`config.mk`:
```
export PLATFORM = sky130hd
export DESIGN_NAME = e1_xlink
export DESIGN_NICKNAME = d
export VERILOG_FILES = /design/src/rtl/e1_xlink_pkg.sv /design/src/rtl/e1_xlink_pos.sv /design/src/rtl/e1_xlink_tx.sv /design/src/rtl/e1_xlink_rx.sv /design/src/rtl/e1_xlink.sv
export SDC_FILE = /design/constraint.sdc
export NUM_CORES = 1
export LEC_CHECK = 0
export ABC_CLOCK_PERIOD_IN_PS = 1820
export BUFFER_PORTS_ARGS = -buffer_cell sky130_fd_sc_hd__buf_2
export CORE_UTILIZATION = 40
export DETAILED_ROUTE_END_ITERATION = 10
export GPL_TIMING_DRIVEN = 0
export PLACE_DENSITY = 0.77
export SYNTH_ARGS = -nofsm -noshare
export SYNTH_HDL_FRONTEND = slang
export SYNTH_SLANG_ARGS = --single-unit
export TNS_END_PERCENT = 10
```
`constraint.sdc`:
```
create_clock -name clk -period 1.82 [get_ports clk]
set_clock_uncertainty 0.15 [all_clocks]
set_input_delay 0.091 -clock clk [delete_from_list [all_inputs] [get_ports clk]]
set_output_delay 0.091 -clock clk [all_outputs]
set_load 0.05 [all_outputs]
```
`src/rtl/e1_xlink_pkg.sv`:
```
package e1_xlink_pkg;

  localparam int unsigned NX     = 3;
  localparam int unsigned BYTE_W = 8;

  // bit positions inside the X-slot byte (bit 7 is sent first)
  localparam int unsigned XB0 = 3;
  localparam int unsigned YB  = 2;
  localparam int unsigned XB1 = 1;
  localparam int unsigned XB2 = 0;

  localparam logic [3:0] MAS_PAT = 4'b0000;
  localparam logic [NX-1:0] X_IDLE = '1;

  function automatic logic [BYTE_W-1:0] build_x_byte(input logic [NX-1:0] xv,
                                                       input logic        y);
    logic [BYTE_W-1:0] b;
    b          = '0;
    b[7:4]     = MAS_PAT;
    b[XB0]     = xv[0];
    b[YB]      = y;
    b[XB1]     = xv[1];
    b[XB2]     = xv[2];
    return b;
  endfunction

  function automatic logic [NX-1:0] pull_x(input logic [BYTE_W-1:0] b);
    logic [NX-1:0] xv;
    xv[0] = b[XB0];
    xv[1] = b[XB1];
    xv[2] = b[XB2];
    return xv;
  endfunction

endpackage

```
`src/rtl/e1_xlink_pos.sv`:
```
module e1_xlink_pos #(
  parameter int unsigned FRM_W  = 4,
  parameter int unsigned TS_W   = 5,
  parameter int unsigned SIG_TS = 16
) (
  input  logic             byte_stb,
  input  logic [FRM_W-1:0] frm_num,
  input  logic [TS_W-1:0]  ts_num,
  output logic             mf_start_evt,
  output logic             x_slot_evt
);

  localparam logic [TS_W-1:0] SIG_SLOT = TS_W'(SIG_TS);

  logic frame0;

  always_comb begin
    frame0       = (frm_num == '0);
    mf_start_evt = byte_stb && frame0 && (ts_num == '0);
    x_slot_evt   = byte_stb && frame0 && (ts_num == SIG_SLOT);
  end

endmodule

```
`src/rtl/e1_xlink_tx.sv`:
```
module e1_xlink_tx
  import e1_xlink_pkg::*;
(
  input  logic              clk,
  input  logic              rst_n,
  input  logic              byte_stb,
  input  logic              mf_start_evt,
  input  logic              x_slot_evt,
  input  logic [NX-1:0]     tx_x_cfg,
  input  logic              tx_y_in,
  input  logic [BYTE_W-1:0] tx_byte_in,
  output logic [NX-1:0]     tx_x_active,
  output logic [BYTE_W-1:0] tx_byte_out,
  output logic              tx_byte_vld
);

  logic [NX-1:0]     act_q;
  logic [BYTE_W-1:0] out_q;
  logic              vld_q;

  always_ff @(posedge clk) begin
    if (!rst_n) begin
      act_q <= X_IDLE;
    end else if (mf_start_evt) begin
      act_q <= tx_x_cfg;
    end
  end

  always_ff @(posedge clk) begin
    if (!rst_n) begin
      out_q <= '0;
      vld_q <= 1'b0;
    end else begin
      vld_q <= byte_stb;
      if (x_slot_evt) begin
        out_q <= build_x_byte(act_q, tx_y_in);
      end else if (byte_stb) begin
        out_q <= tx_byte_in;
      end
    end
  end

  assign tx_x_active = act_q;
  assign tx_byte_out = out_q;
  assign tx_byte_vld = vld_q;

endmodule

```
`src/rtl/e1_xlink_rx.sv`:
```
module e1_xlink_rx
  import e1_xlink_pkg::*;
(
  input  logic              clk,
  input  logic              rst_n,
  input  logic              x_slot_evt,
  input  logic              rx_mfa_lost,
  input  logic [BYTE_W-1:0] rx_byte_in,
  output logic              rx_cap_evt,
  output logic [NX-1:0]     rx_x_status
);

  logic [NX-1:0] stat_q;

  assign rx_cap_evt = x_slot_evt && !rx_mfa_lost;

  always_ff @(posedge clk) begin
    if (!rst_n) begin
      stat_q <= X_IDLE;
    end else if (rx_mfa_lost) begin
      stat_q <= X_IDLE;
    end else if (rx_cap_evt) begin
      stat_q <= pull_x(rx_byte_in);
    end
  end

  assign rx_x_status = stat_q;

endmodule

```
`src/rtl/e1_xlink.sv`:
```
module e1_xlink
  import e1_xlink_pkg::*;
#(
  parameter int unsigned FRM_W  = 4,
  parameter int unsigned TS_W   = 5,
  parameter int unsigned SIG_TS = 16
) (
  input  logic             clk,
  input  logic             rst_n,
  input  logic             byte_stb,
  input  logic [FRM_W-1:0] frm_num,
  input  logic [TS_W-1:0]  ts_num,
  input  logic [2:0]       tx_x_cfg,
  input  logic             tx_y_in,
  input  logic [7:0]       tx_byte_in,
  output logic [7:0]       tx_byte_out,
  output logic             tx_byte_vld,
  input  logic [7:0]       rx_byte_in,
  input  logic             rx_mfa_lost,
  output logic [2:0]       rx_x_status
);

  logic          mf_start_evt;
  logic          x_slot_evt;
  logic          rx_cap_evt;
  logic [NX-1:0] tx_x_active;

  e1_xlink_pos #(.FRM_W(FRM_W), .TS_W(TS_W), .SIG_TS(SIG_TS)) u_pos (
    .byte_stb     (byte_stb),
    .frm_num      (frm_num),
    .ts_num       (ts_num),
    .mf_start_evt (mf_start_evt),
    .x_slot_evt   (x_slot_evt)
  );

  e1_xlink_tx u_tx (
    .clk          (clk),
    .rst_n        (rst_n),
    .byte_stb     (byte_stb),
    .mf_start_evt (mf_start_evt),
    .x_slot_evt   (x_slot_evt),
    .tx_x_cfg     (tx_x_cfg),
    .tx_y_in      (tx_y_in),
    .tx_byte_in   (tx_byte_in),
    .tx_x_active  (tx_x_active),
    .tx_byte_out  (tx_byte_out),
    .tx_byte_vld  (tx_byte_vld)
  );

  e1_xlink_rx u_rx (
    .clk          (clk),
    .rst_n        (rst_n),
    .x_slot_evt   (x_slot_evt),
    .rx_mfa_lost  (rx_mfa_lost),
    .rx_byte_in   (rx_byte_in),
    .rx_cap_evt   (rx_cap_evt),
    .rx_x_status  (rx_x_status)
  );

endmodule

```
==> out/qor.csv <==
stage;metric;value;unit
outcome;status;complete, no violations;
die;die_area;1864;sq um
detailed_routing;routed_wirelength;1677;um
timing;setup_viol;0;
timing;min_period_over_period;0.7804;
synthesis;synth_cell_types;18;
power;p_seq_frac;0.502;
worst_setup_path;cp_max_fo;5;
synthesis;synth_edf_count;0;
synthesis;synth.most_common_cell;dfxtp_1;
timing;tightest_slew;0.6387;ns
global_route;track_usage;0.1866;
global_route;grt_overflow;0;
timing;final.min_clock_period;1.420;ns
detailed_routing;drc_errors;0;
worst_setup_path;crit_type;input pin to register;
power;cellLeakagePower;0.4640;nW
detailed_routing;viasPerCell;5.426;
synthesis;synth.area.top_cells;dfxtp_1, a311oi_1, mux2i_1, nor4_2, o41a_1;
die;die_w;43.18;um
power;p_int;0.4889;mW
timing;maxSlewHeadroom;0.5707;
min_path;hold-path-endpoint;u_tx.tx_byte_out[2];
synthesis;ys.flop_type;dfxtp_1;
detailed_routing;wl_per_cell;12.33;um
synthesis;synth_nets;97;
synthesis;synth-simple-area-share;0.1384;
die;io_pins;45;
cts;numCtsBuffers;3;
global_route;grt_max_degree;11;
global_route;antenna_found_initial;0;
synthesis;synth_xor_area_frac;0;
timing;hold_viol;0;
synthesis;ys_async_sr_fraction;0;
cts;cts.reportedPaths.clkPinSlew;0.09;ns
cts;cts_tree;yes;
worst_setup_path;reg2reg_depth;3;
synthesis;synth_adder_area_share;0;
synthesis;yosys_warnings;0;
synthesis;yosys.area.top_type;dfxtp_1;
detailed_routing;num_vias;738;
die;rows;14;
synthesis;synth_top_area_share;0.4428;
cts;cts.htree.levels;1;
synthesis;yosysSeqAreaShare;0.4428;
cts;cts_resized;0;
cts;postCtsSetupRepairBufs;0;
die;die_h;43.18;um
worst_setup_path;start_kind;input pin;
min_path;worstHoldStart;tx_byte_in[2];
synthesis;synth_area;678.2;sq um
synthesis;synth_cells;64;
placed_design;dp_hpwl;1239;um
timing;slew_viol_final;0;
synthesis;synth_top_family_by_area;compound AO/OA/AOI/OAI gates;
power;pwr-share-comb;0.227;
min_path;hold_depth;3;
final_layout;n_antenna_cell;0;
cts;root_buffer;clkbuf_4;
synthesis;ys_ff_latch;15;
final_layout;multi_input_area;340.3;sq um
placed_design;port_buffers;39;
cts;cts_buffer_depth;2;
final_layout;ff_latch_area;300.3;sq um
timing;max_freq;704.1;MHz
detailed_routing;drtAntennaViolNets;0;
global_route;grt_pass1_vias;642;
job;drv_cap;0;
synthesis;synthTopCellsByCount;dfxtp_1, a311oi_1, inv_1, nor3_1;
timing;hold_ws;0.03473;ns
power;power.share.switching;0.2885;
synthesis;synth_compound_area_frac;0.3044;
final_layout;fillers;129;
power;p_switching;0.1983;mW
detailed_routing;dr.pass1.iters;4;
power;pwr-share-clk;0.271;
worst_setup_path;r2r_setup_slack;0.80;ns
placed_design;gp_congestion;0.7075;
cts;clock_latency;0.29;ns
final_layout;nets;154;
power;power_density;654.6;nW/um^2
die;core;1541;sq um
timing;tns;0;ns
global_route;grt_first_pass_wirelength;2608;um
final_layout;syn_to_final_growth;54.80;%
detailed_routing;drtIter0Drc;13;
worst_setup_path;r2r_start;u_tx.tx_x_active[1];
power;max-vdd-ir-drop;524.6;uV
worst_setup_path;r2r_end;u_tx.tx_x_active[1];
worst_setup_path;cp.arrival;1.44;ns
synthesis;yosys-mux-area-fraction;0.05904;
cts;cts_sinks;15;
worst_setup_path;required;1.84;ns
min_path;hold_class;input pin to register;
timing;rsz0062_at_grt;false;
worst_setup_path;worstSetupEndpointType;register;
final_layout;layout-drive-gt1-share;0.4000;
die;start_util;0.4399;
synthesis;syn_area_per_cell;10.60;sq um
[through the flow]
stage                 util  cell area (sq um)  setup slack, ns  std cells  total power [mW]
detailed placement  0.5795              893.4           0.1047        119            0.4877
floorplan                -              678.2           0.2847         64            0.4328
global route        0.6810               1050           0.3349        136            0.7186
finish              0.6810               1050           0.3997        136            0.6872
CTS                 0.6810               1050           0.3974        136            0.6891
global placement    0.5795              893.4           0.1346        119            0.4853
[registers in the layout, indices dropped and copies added (netlist names)]
| register | cells |
|---|---|
| u_rx.rx_x_status | 3 |
| u_tx.tx_byte_out | 8 |
| u_tx.tx_x_active | 3 |
| u_tx.tx_byte_vld | 1 |
[placed cells by master (no fill, tap or decap), drive strengths merged]
| cell type | n |
|---|---|
| or4 | 2 |
| mux2i | 4 |
| or2b | 1 |
| a311o | 3 |
| dlygate4sd3 | 13 |
| dfxtp | 15 |
| nor2 | 1 |
| inv | 5 |
| a41oi | 3 |
| o41a | 3 |
| o21ai | 4 |
| clkinv | 2 |
| a311oi | 8 |
| nor3 | 5 |
| a211o | 3 |
| buf | 40 |
| clkbuf | 5 |
| nor4 | 3 |
[worst max path at each step]
| stage | startpoint | end | slack [ns] | cells after the start |
|---|---|---|---|---|
| after floorplan | ts_num[1] | u_rx.rx_x_status[2] | 0.28 | 3 |
| after global placement | ts_num[1] | u_rx.rx_x_status[2] | 0.13 | 4 |
| after detailed placement | ts_num[1] | u_rx.rx_x_status[2] | 0.10 | 4 |
| after CTS | ts_num[1] | u_rx.rx_x_status[2] | 0.40 | 4 |
| after global routing | ts_num[1] | u_tx.tx_byte_out[1] | 0.33 | 5 |
| final | ts_num[1] | u_rx.rx_x_status[2] | 0.40 | 4 |
[cells by family after synthesis]
family                 Yosys count
buffers and inverters            9
AND/OR/NAND/NOR                 12
flip-flops                      15
AO/OA/AOI/OAI                   24
multiplexers                     4
[layer usage]
| metal | track usage | vias to the layer above | wire length (um) |
|---|---|---|---|
| li1 | - | 375 | - |
| met1 | 0.2356 | 333 | 738 |
| met2 | 0.2925 | 28 | 821 |
| met3 | 0.05532 | 2 | 97 |
| met4 | 0.07879 | 0 | 19 |
| met5 | 0 | - | 0 |
[timing repair]
action	CTS	global route
hold buffers	13	0
endpoints found under the hold margin	14	0
setup endpoints to repair	0	0
[layout make-up]
class                      instances  share of cell area
tap                               16             0.01907
buffer                             2             0.01073
sequential                        15              0.2861
timing repair buffer              52              0.3099
clock buffer                       4             0.02503
multi-input combinational         40              0.3242
inverter                           7             0.02503
[worst max-delay path: stages]
cell and delay [ns]:
buf_2 0.11, or4_1 0.63, o41a_1 0.35, a211o_1 0.26
[power by group through the flow]
stage | Clock [mW] | Sequential [mW] | Combinational (mW)
detailed placement | 0 | 0.353 | 0.135
finish | 0.186 | 0.345 | 0.156
floorplan | 0 | 0.398 | 0.0353
CTS | 0.188 | 0.345 | 0.156
global route | 0.205 | 0.347 | 0.166
global placement | 0 | 0.353 | 0.133
Power figures use the tool's default switching activity.
